`src/rtl/ilv_prog_sched.sv`:
```
module ilv_prog_sched #(
  parameter int DEPTH  = 4,
  parameter int PAGE_W = 16,
  parameter int GAP_W  = 8
) (
  input  logic              clk,
  input  logic              rst_n,
  input  logic [GAP_W-1:0]  settle_gap,
  input  logic              req_valid,
  input  logic              req_die,
  input  logic [PAGE_W-1:0] req_page,
  output logic              req_ready,
  output logic              seq_valid,
  output logic [7:0]        seq_cmd,
  output logic              seq_die,
  output logic [PAGE_W-1:0] seq_page,
  input  logic              seq_ready,
  input  logic              seq_done,
  input  logic [7:0]        seq_stat,
  output logic              cpl_valid,
  output logic              cpl_die,
  output logic              cpl_fail,
  input  logic              gstat_req,
  output logic              gstat_done,
  output logic              gstat_rej,
  output logic [7:0]        gstat_byte,
  output logic [1:0]        die_busy,
  output logic              shared_rdy
);
  localparam int CW = $clog2(DEPTH + 1);
  localparam int IW = (DEPTH > 1) ? $clog2(DEPTH) : 1;
  localparam logic [7:0] C_PROG = 8'h80;
  localparam logic [7:0] C_ST0  = 8'hF1;
  localparam logic [7:0] C_ST1  = 8'hF2;
  localparam logic [7:0] C_STG  = 8'h70;

  typedef enum logic [1:0] {S_IDLE, S_REQ, S_WAIT} st_t;
  typedef enum logic [1:0] {OP_PROG, OP_POLL, OP_GST} op_t;

  st_t st;
  op_t op;
  logic [CW-1:0]     cnt;
  logic              q_die  [DEPTH];
  logic [PAGE_W-1:0] q_page [DEPTH];
  logic [1:0]        inflight, seen, want_poll;
  logic [GAP_W-1:0]  gap_cnt [2];
  logic              poll_ptr, poll_die, gst_pend;
  logic              hit, push, do_prog;
  logic [IW-1:0]     hit_idx, wr_idx;

  always_comb begin
    hit = 1'b0;
    hit_idx = '0;
    for (int i = DEPTH - 1; i >= 0; i--)
      if (CW'(i) < cnt && seen[q_die[i]]) begin
        hit = 1'b1;
        hit_idx = IW'(i);
      end
  end

  assign want_poll  = ~seen & {gap_cnt[1] == '0, gap_cnt[0] == '0};
  assign poll_die   = (&want_poll) ? poll_ptr : want_poll[1];
  assign req_ready  = cnt < CW'(DEPTH);
  assign push       = req_valid && req_ready;
  assign do_prog    = (st == S_IDLE) && !gst_pend && hit;
  assign wr_idx     = IW'(cnt - CW'(do_prog));
  assign die_busy   = inflight;
  assign shared_rdy = ~|inflight;

  always_ff @(posedge clk or negedge rst_n)
    if (!rst_n) begin
      cnt <= '0;
      for (int i = 0; i < DEPTH; i++) begin
        q_die[i]  <= 1'b0;
        q_page[i] <= '0;
      end
    end else begin
      if (do_prog)
        for (int i = 0; i < DEPTH - 1; i++)
          if (IW'(i) >= hit_idx) begin
            q_die[i]  <= q_die[i+1];
            q_page[i] <= q_page[i+1];
          end
      if (push) begin
        q_die[wr_idx]  <= req_die;
        q_page[wr_idx] <= req_page;
      end
      cnt <= cnt + CW'(push) - CW'(do_prog);
    end

  always_ff @(posedge clk or negedge rst_n)
    if (!rst_n) begin
      st <= S_IDLE;
      op <= OP_POLL;
      seq_valid <= 1'b0;
      seq_cmd <= '0;
      seq_die <= 1'b0;
      seq_page <= '0;
      inflight <= '0;
      seen <= '0;
      gap_cnt[0] <= '0;
      gap_cnt[1] <= '0;
      poll_ptr <= 1'b0;
      gst_pend <= 1'b0;
      cpl_valid <= 1'b0;
      cpl_die <= 1'b0;
      cpl_fail <= 1'b0;
      gstat_done <= 1'b0;
      gstat_rej <= 1'b0;
      gstat_byte <= '0;
    end else begin
      cpl_valid  <= 1'b0;
      gstat_done <= 1'b0;
      gstat_rej  <= 1'b0;
      for (int d = 0; d < 2; d++)
        if (gap_cnt[d] != '0) gap_cnt[d] <= gap_cnt[d] - 1'b1;
      if (gstat_req) gst_pend <= 1'b1;
      case (st)
        S_IDLE: begin
          if (gst_pend) begin
            gst_pend <= 1'b0;
            if (|inflight) gstat_rej <= 1'b1;
            else begin
              op <= OP_GST; seq_cmd <= C_STG; seq_die <= 1'b0;
              seq_valid <= 1'b1; st <= S_REQ;
            end
          end else if (hit) begin
            op <= OP_PROG; seq_cmd <= C_PROG;
            seq_die <= q_die[hit_idx]; seq_page <= q_page[hit_idx];
            seq_valid <= 1'b1; st <= S_REQ;
          end else if (|want_poll) begin
            op <= OP_POLL; seq_cmd <= poll_die ? C_ST1 : C_ST0;
            seq_die <= poll_die; poll_ptr <= ~poll_die;
            seq_valid <= 1'b1; st <= S_REQ;
          end
        end
        S_REQ: if (seq_ready) begin
          seq_valid <= 1'b0;
          st <= S_WAIT;
        end
        S_WAIT: if (seq_done) begin
          st <= S_IDLE;
          case (op)
            OP_PROG: begin
              inflight[seq_die] <= 1'b1;
              seen[seq_die] <= 1'b0;
              gap_cnt[seq_die] <= settle_gap;
            end
            OP_POLL: if (seq_stat[6]) begin
              seen[seq_die] <= 1'b1;
              if (inflight[seq_die]) begin
                inflight[seq_die] <= 1'b0;
                cpl_valid <= 1'b1;
                cpl_die <= seq_die;
                cpl_fail <= seq_stat[0];
              end
            end
            default: begin
              gstat_done <= 1'b1;
              gstat_byte <= seq_stat;
            end
          endcase
        end
        default: st <= S_IDLE;
      endcase
    end


  fifo_bound_chk: assert property (@(posedge clk) disable iff (!rst_n)
    cnt <= CW'(DEPTH));

  prog_ready_chk: assert property (@(posedge clk) disable iff (!rst_n)
    seq_valid && seq_cmd == C_PROG |-> seen[seq_die] && !inflight[seq_die]);

  poll_map_chk: assert property (@(posedge clk) disable iff (!rst_n)
    seq_valid && (seq_cmd == C_ST0 || seq_cmd == C_ST1) |-> seq_die == (seq_cmd == C_ST1) && gap_cnt[seq_die] == '0);

  cpl_src_chk: assert property (@(posedge clk) disable iff (!rst_n)
    cpl_valid |-> $past(st == S_WAIT && seq_done && op == OP_POLL && seq_stat[6]));

  no_plain_stat_busy_chk: assert property (@(posedge clk) disable iff (!rst_n)
    seq_valid && seq_cmd == C_STG |-> inflight == 2'b00);

  seq_hold_chk: assert property (@(posedge clk) disable iff (!rst_n)
    seq_valid && !seq_ready |=> seq_valid && $stable(seq_cmd) && $stable(seq_die) && $stable(seq_page));
endmodule

```
`config.mk`:
```
export PLATFORM = sky130hd
export DESIGN_NAME = ilv_prog_sched
export DESIGN_NICKNAME = d
export VERILOG_FILES = /design/src/rtl/ilv_prog_sched.sv
export SDC_FILE = /design/constraint.sdc
export NUM_CORES = 1
export LEC_CHECK = 0
export ABC_AREA = 1
export BUFFER_PORTS_ARGS = -buffer_cell sky130_fd_sc_hd__buf_4
export CORE_AREA = 2 2 138 140
export DETAILED_ROUTE_END_ITERATION = 7
export DIE_AREA = 0 0 140 142
export GPL_TIMING_DRIVEN = 1
export RECOVER_POWER = 100
export SKIP_CTS_REPAIR_TIMING = 1
export SYNTH_ARGS = -nofsm -noshare
export SYNTH_HDL_FRONTEND = slang
export SYNTH_SLANG_ARGS = --single-unit
```
`constraint.sdc`:
```
create_clock -name clk -period 2.5 [get_ports clk]
set_clock_uncertainty 0.15 [all_clocks]
set_input_delay 0.5 -clock clk [delete_from_list [all_inputs] [get_ports clk]]
set_output_delay 0.5 -clock clk [all_outputs]
set_load 0.01 [all_outputs]
```
# Yosys cells after proc, flatten, opt, wreduce, memory -nomap -nowiden

Index checks and enable logic that the tools add are counted.

Reduce and logical (&&, ||, !) cells: 34
Eq/ne operators: 10
Bitwise gates (word level): 14
Magnitude comparators: 19
Add/subtract/negate cells: 5
Mux-type cells: 95

Operators with widths:

| operator            | number |
|---|---|
| $mux 16             | 9 |
| $bwmux 64           | 1 |
| $mux 64             | 1 |
| $mux 8              | 7 |
| $mux 48             | 1 |
| $mux 1              | 45 |
| $mux 2              | 17 |
| $bmux 16 s2         | 1 |
| $demux 16 s2        | 1 |
| $bwmux 16           | 1 |
| $logic_not 8->1     | 2 |
| $reduce_and 4->1    | 4 |
| $reduce_bool 8->1   | 2 |
| $sub 8x1->8 const B | 2 |
| $logic_and 1x1->1   | 10 |
| $lt 1x2->1 const B  | 5 |
| $ne 2x2->1 const B  | 5 |
| $reduce_and 5->1    | 2 |
| $reduce_and 3->1    | 3 |
| $demux 8 s1         | 1 |
| $pmux 2 s2          | 2 |
| $and 2x2->2         | 3 |
| $ge 3x3->1 const B  | 2 |
| $lt 1x3->1 const A  | 2 |
| 34 further kinds    | 48 |

Word-level logic and storage cells: 204
Input port bits: 39
Output and inout bits: 43
Bits in registers: 136

# Depth between registers and ports, before layout

Gate-level depths: netlist (run 1).

Depth after elaboration: 16
Mapped depth: 16
Gate-level depth less buffers: 14

# Worst setup path after synthesis (run 1)

OpenSTA, ideal clock, no wires.

Path type: register -> register
From: reg cnt[1]
To: reg cnt[2]
Stages on the path, launching flop included: 14
Setup slack: -116 ps
Buffers on the path: 2
Data arrival time: 2344 ps
Required time: 2228 ps
Period minus slack after synthesis: 2616 ps
Cell sequence: dfrtp_1 > inv_1 > ha_1 > nand2_1 > nand3_4 > nand2_4 > inv_2 > nand2_2 > nand2_2 > buf_6 > clkbuf_1 > nor2_1 > fa_1 > xor2_1

Word-level cells in the longest chain between the ends: 8

RTL lines:

| element                | line | source |
|---|---|---|
| start, declared        | 42   | `logic [CW-1:0] cnt;` |
| start signal, assigned | 88   | `cnt <= cnt + CW'(push) - CW'(do_prog);` |
| $lt 2x3->1             | 55   | `if (CW'(i) < cnt && seen[q_die[i]]) begin` |
| $logic_and 1x1->1      | 55   |  |
| $mux 1 (4 in series)   | 55   |  |
| $logic_and 1x1->1      | 65   | `assign do_prog = (st == S_IDLE) && !gst_pend && hit;` |
| $sub 3x1->3 *          | 88   |  |

Mark *: on every way between the ends. The rest lies on a longest branch, timed or not.
A chain may end at the register's enable or synchronous reset.

# Worst setup path after layout (run 1)

Ends and elaborated chain as after synthesis.

==> results.md, run 1 <==
* Cell variety after synth at 41
* Final TNS setup at 0 ps
* Hold slack at 127.1 ps
* Tightest Pin Transition at 1333 ps
* Clk root buf: clkbuf_16
* Final min period at 2347 ps
* Internal reg-to-reg setup slack at 150 ps
* Final number of setup-violating endpoints at 0
* R2R cell count at 13
* DPL Wire Length at 12.71 mm
* GP Congestion at 0.7997
* Vias in the first global route at 5971
* Antenna-violating nets left at 0
* RSZ-0062 raised after global routing: false
* Synth area leaders: dfrtp_1 46%, nand2_1 20%, nand3_1 6.1%, inv_1 4.9%, o21ai_0 4.0%
* Setup CP Type: register to register
* Drt via density at 4.903
* Die area at 19880 sq um
* Drt initial violations at 431
* P&R area growth vs syn at 20.64%
* Setup crit end: cnt[2]
* Longest Clk Path Bufs at 2
* Router iterations before antenna repair at 8
* Yosys top cell area share at 45.56%
* Diode count at 0
* DRC errors left at 12
* Asr flop ratio synth at 100.0%
* TritonCTS Buffers at 17
* CP startpoint: cnt[1]
* Synth Register Bits at 132
* Pleak at 4.510 nW
* Final Hold Viols at 0
* Final slew viol count at 0
* Gr usage total at 19.54%
* Mapped Area at 7196 sq um
* H-Tree Depth at 4
* Clock-pin slew on the worst setup and hold paths at 60 ps
* GRT overflow at 0
* I/O Pins at 82
* Max Freq at 426.0 MHz
* CP Data Required Time at 2660 ps
* Critical Path Fanout Max at 6
* Clock latency on the worst-skew pair at 430 ps
* Worst VDD drop at 0.6576 mV
* Final cell count without fillers at 1291
* Max-cap viol count at 0
* CTS tree: done
* Worst EP arrival at 2510 ps
* Routed WL per cell at 14.58 um
* Cells after synthesis at 944
* Crit path launch type: register
* Reg2Reg Launch Point: cnt[1]
* Nets@finish at 1091
* PwrDens at 1477 nW/um^2
* Failing checks: DRC
* Initial antenna violation count at 0
* Post-synth EDFFs at 0
* Yosys top cell by area: dfrtp_1
* Avg Synthesized Cell Area at 7.623 sq um
* Final Power at 12.83 mW
* Slew headroom at 11.13%
* Routed WL at 18.82 mm
* Chip Width at 140 um
* HP Class: primary input to register
* Slowest CP cell: dfrtp_2
* Top_reg_cell synth: dfrtp_1
* DP Cell Count at 1246
* Max incr delay on CP at 420 ps
* Vias at 6330
* Fin crit share at 93.90%
* Reg2reg end: cnt[2]
* Sequential-to-total area share from yosys stat at 45.92%
* Global-route wire length before repair at 30.43 mm
* Layout cells sized above 1 at 14.47%
* Core Rows at 50
* Commonest cells in the netlist: 380 x nand2_1, 131 x dfrtp_1, 94 x inv_1
* Initial Utilization at 38.99%
* Clock Sink Count at 132
* Setup crit end kind: register
* Core area at 18460 sq um
* Largest net degree at the start of global routing at 52
* YS warnings at 0
* Most common cell in the netlist: nand2_1
* Number of port buffers at 79
* Die Ht at 142 um
* CP cell instances: inv_2, ha_2, nand2_1, nand3_4, nand2_4, inv_2, nand2_2, nand2_4, xor2_1, ha_1, inv_1, fa_1, xor2_1
* Run status: finished with violations
==> through the flow <==
| stage | worst slack, ps | utilization (%) | instance area [sq um] |
|---|---|---|---|
| finish | 152.6 | 47.04 | 8681 |
| global route | 10.09 | 47.04 | 8681 |
| CTS | 82.66 | 46.97 | 8668 |
| detailed placement | 93.51 | 43.79 | 8082 |
| global placement | 167.3 | 43.79 | 8082 |
| floorplan | 22.37 | - | 7202 |
==> cells in the final DEF (no fill, tap or decap), drive strengths merged, types with 2 or more instances in the layout <==
| cell type | Yosys | routed |
|---|---|---|
| conb | 1 | 2 |
| dfrtp | 131 | 131 |
| xnor2 | 4 | 4 |
| nand4 | 2 | 2 |
| clkinvlp | 0 | 5 |
| bufinv | 0 | 2 |
| nand2 | 394 | 396 |
| o211ai | 18 | 18 |
| xor2 | 12 | 12 |
| clkinv | 1 | 5 |
| buf | 33 | 69 |
| nor3 | 4 | 4 |
| clkbuf | 6 | 67 |
| o22ai | 10 | 10 |
| nand3 | 91 | 91 |
| nor2 | 39 | 39 |
| ha | 7 | 7 |
| inv | 102 | 103 |
| a21oi | 10 | 10 |
| o21ai | 70 | 70 |
| a21boi | 2 | 2 |
==> report_power, final <==
group	switching (mW)	internal, mW	leakage [nW]	total (mW)
clock network	0.972	1.52	0.274	2.49
logic	4.26	2.41	2.57	6.67
registers	0.588	3.08	1.67	3.67
total	5.82	7.01	4.51	12.8
==> worst min-delay path by stage <==
stage             start                         end  slack (ps)  depth (start not counted)
2_1_floorplan     rst_n  asynchronous set/reset pin          50                          0
3_3_place_gp      op[0]                       op[0]         310                          2
3_5_place_dp      op[0]                       op[0]         300                          2
4_1_cts           rst_n  asynchronous set/reset pin        -120                          1
5_1_grt        seq_done                       st[1]         130                          2
6_report       seq_done                       st[1]         130                          2
==> logic make-up after synthesis <==
logic type               after synthesis  share of synthesized area (%)
XOR/XNOR                              16                          1.947
multiplexers                           1                         0.1391
AO/OA/AOI/OAI                        112                          8.729
flip-flops                           132                          45.92
adder cells (fa/ha/maj)                8                          1.495
buffers and inverters                142                          9.077
other                                  1                        0.05211
AND/OR/NAND/NOR                      532                          32.64
==> final cells by class <==
cell class	count	area, sq um
Fill cell	1895	9774
Sequential cell	132	3306
Multi-Input combinational cell	673	3298
Timing Repair Buffer	117	808.3
Clock buffer	20	456.7
Inverter	103	389.1
Tap cell	234	292.8
Clock inverter	12	130.1
==> worst max-delay path, delay by kind of cell, from the launching register on <==
family / cells / cell delay (ps)
fa+ha+maj: 3 / 700
buf+inv: 3 / 160
flops: 1 / 420
simple gates: 5 / 460
xor+xnor: 2 / 330
==> metal layers <==
metal  wire [um]  vias up  global-route usage [%]
li1            -     3194                       -
met1        9024     2948                   26.58
met2        8612      172                   31.76
met3         984       16                   3.398
met4         201        0                   6.805
met5           0        -                       0
Power figures use the tool's default switching activity.
==> run 2, diff against run 1 <==
==> constraint.sdc (replaced) <==
create_clock -name clk -period 2.2 [get_ports clk]
set_clock_uncertainty 0.15 [all_clocks]
set_input_delay 0.44 -clock clk [delete_from_list [all_inputs] [get_ports clk]]
set_output_delay 0.44 -clock clk [all_outputs]
set_load 0.01 [all_outputs]
==> run 2 against run 1 <==
  * The flow finishes with violations (DRC, setup timing)
  * First-iteration DRC count fell by 1.9%
  * Via count grew 2.8%
  * Sequential share of layout area decreased by 2.8 points
  * Critical path type unchanged
  * Utilization increased by 3.7 points
==> results.md, run 2 (same netlist as run 1, synthesis figures left out) <==
* CP cell instances: inv_2, ha_4, nand2_2, nand3_4, nand2_4, inv_2, nand2_2, nand2_4, xor2_1, ha_2, inv_2, fa_2, inv_1
* Global-route wire length before repair at 30.86 mm
* Met3 WL at 1.136 mm
* Fin crit share at 102.2%
* Routed WL at 19.82 mm
* PwrDens at 1739 nW/um^2
* Vias in the first global route at 6051
* GP Congestion at 0.8357
* Max incr delay on CP at 500 ps
* Clock latency on the worst-skew pair at 430 ps
* Final TNS setup at -126.3 ps
* Uppermost layer routed: met4
* Slew headroom at 42.41%
* Worst VDD drop at 0.6982 mV
* CTS tree: done
* Layout cells sized above 1 at 19.32%
* DR WL met2 at 9.474 mm
* Setup crit end kind: register
* Final Hold Viols at 0
* RSZ-0062 raised after global routing: true
* Gr usage total at 19.75%
* I/O Pins at 82
* Core area at 18460 sq um
* Post-route met1 wirelength at 8.984 mm
* Pleak at 4.782 nW
* Diode count at 0
* Router iterations before antenna repair at 8
* H-Tree Depth at 4
* Critical Path Fanout Max at 4
* Antenna-violating nets left at 0
* Chip Width at 140 um
* Routed WL per cell at 15.00 um
* Initial Utilization at 38.99%
* Vias at 6509
* Initial antenna violation count at 0
* Final slew viol count at 0
* Highest-count cells in the layout ignoring fill and taps: 373 x nand2_1, 129 x dfrtp_1, 90 x inv_1, 80 x buf_4, 73 x nand3_1
* DPL Wire Length at 13.10 mm
* P&R area growth vs syn at 30.26%
* Drt via density at 4.927
* Die area at 19880 sq um
* Number of port buffers at 79
* Clock Sink Count at 132
* Failing checks: DRC, setup timing
* Core Rows at 50
* Commonest non-fill, non-tap cell in the layout: nand2_1
* GRT overflow at 0
* Max-cap viol count at 0
* Final min period at 2249 ps
* Final WS setup at -49.14 ps
* Longest Clk Path Bufs at 2
* CP delay by family, top: adder cells
* Nets@finish at 1121
* Run status: finished with violations
* Final number of setup-violating endpoints at 10
* Max Freq at 444.6 MHz
* Cell mode on critical path: inv_2
* Clk root buf: clkbuf_16
* Die Ht at 142 um
* DRC errors left at 11
* Tightest Pin Transition at 863.8 ps
* Clock-pin slew on the worst setup and hold paths at 60 ps
* Filler instances at 1827
* Worst EP arrival at 2420 ps
* Drt initial violations at 423
* Final Power at 16.30 mW
* CP Data Required Time at 2370 ps
* Setup CP Type: register to register
* TritonCTS Buffers at 17
* Buf/Inv on CP at 4
* Slowest CP cell: fa_2
* Crit path launch type: register
* HP Class: primary input to register
* Largest net degree at the start of global routing at 58
run 2: area by class of cell:
class | count | area (sq um) | share of cell area [%]
Inverter | 103 | 394.1 | 4.205
Sequential cell | 132 | 3307 | 35.28
Clock buffer | 21 | 480.5 | 5.126
Multi-Input combinational cell | 672 | 3463 | 36.95
Timing Repair Buffer | 148 | 1215 | 12.96
Clock inverter | 11 | 220.2 | 2.349
Tap cell | 234 | 292.8 | 3.124
run 2: worst reg2reg max path, stage by stage (launching register included):
cell and delay [ps]:
dfrtp_1 380, inv_2 120, ha_4 180, nand2_2 80
nand3_4 80, nand2_4 50, inv_2 50, nand2_2 70
nand2_4 70, xor2_1 150, ha_2 190, inv_2 40
fa_2 510, inv_1 30
run 2: stage by stage:
step,std cells,setup slack (ps),area [sq um],utilization (%),hold WS [ps]
floorplan,945,-209.3,7217,-,-5.591
global placement,1277,-4.356,8417,45.61,127.5
detailed placement,1277,-27.60,8417,45.61,127.4
CTS,1309,-38.10,9117,49.40,-327.3
global route,1321,-163.7,9373,50.79,70.98
finish,1321,-49.14,9373,50.79,69.26
run 2: worst paths after layout:
| path | from | to | slack [ps] | cells past startpoint |
|---|---|---|---|---|
| min | seq_done | st[1] | 70 | 2 |
| min in group asynchronous | rst_n | gap_cnt[4] | 490 | 2 |
| max | cnt[2] | cnt[1] | -50 | 13 |
| max reg2reg | cnt[2] | cnt[1] | -50 | 13 |
| min reg2reg | op[0] | op[0] | 320 | 2 |
| max in group asynchronous | rst_n | op[0] | 310 | 3 |
run 2: per-layer routing:
metal | up-vias | track usage [%]
met5 | - | 0
met4 | 0 | 6.007
met3 | 18 | 3.802
met2 | 171 | 33.03
met1 | 3075 | 26.21
li1 | 3245 | -
run 2: report_power, final:
group	total [mW]	internal, mW	leakage (nW)	switching [mW]
registers	4.18	3.50	1.67	0.679
clock network	3.36	2.25	0.332	1.11
logic	8.76	3.50	2.78	5.26
total	16.3	9.25	4.78	7.05
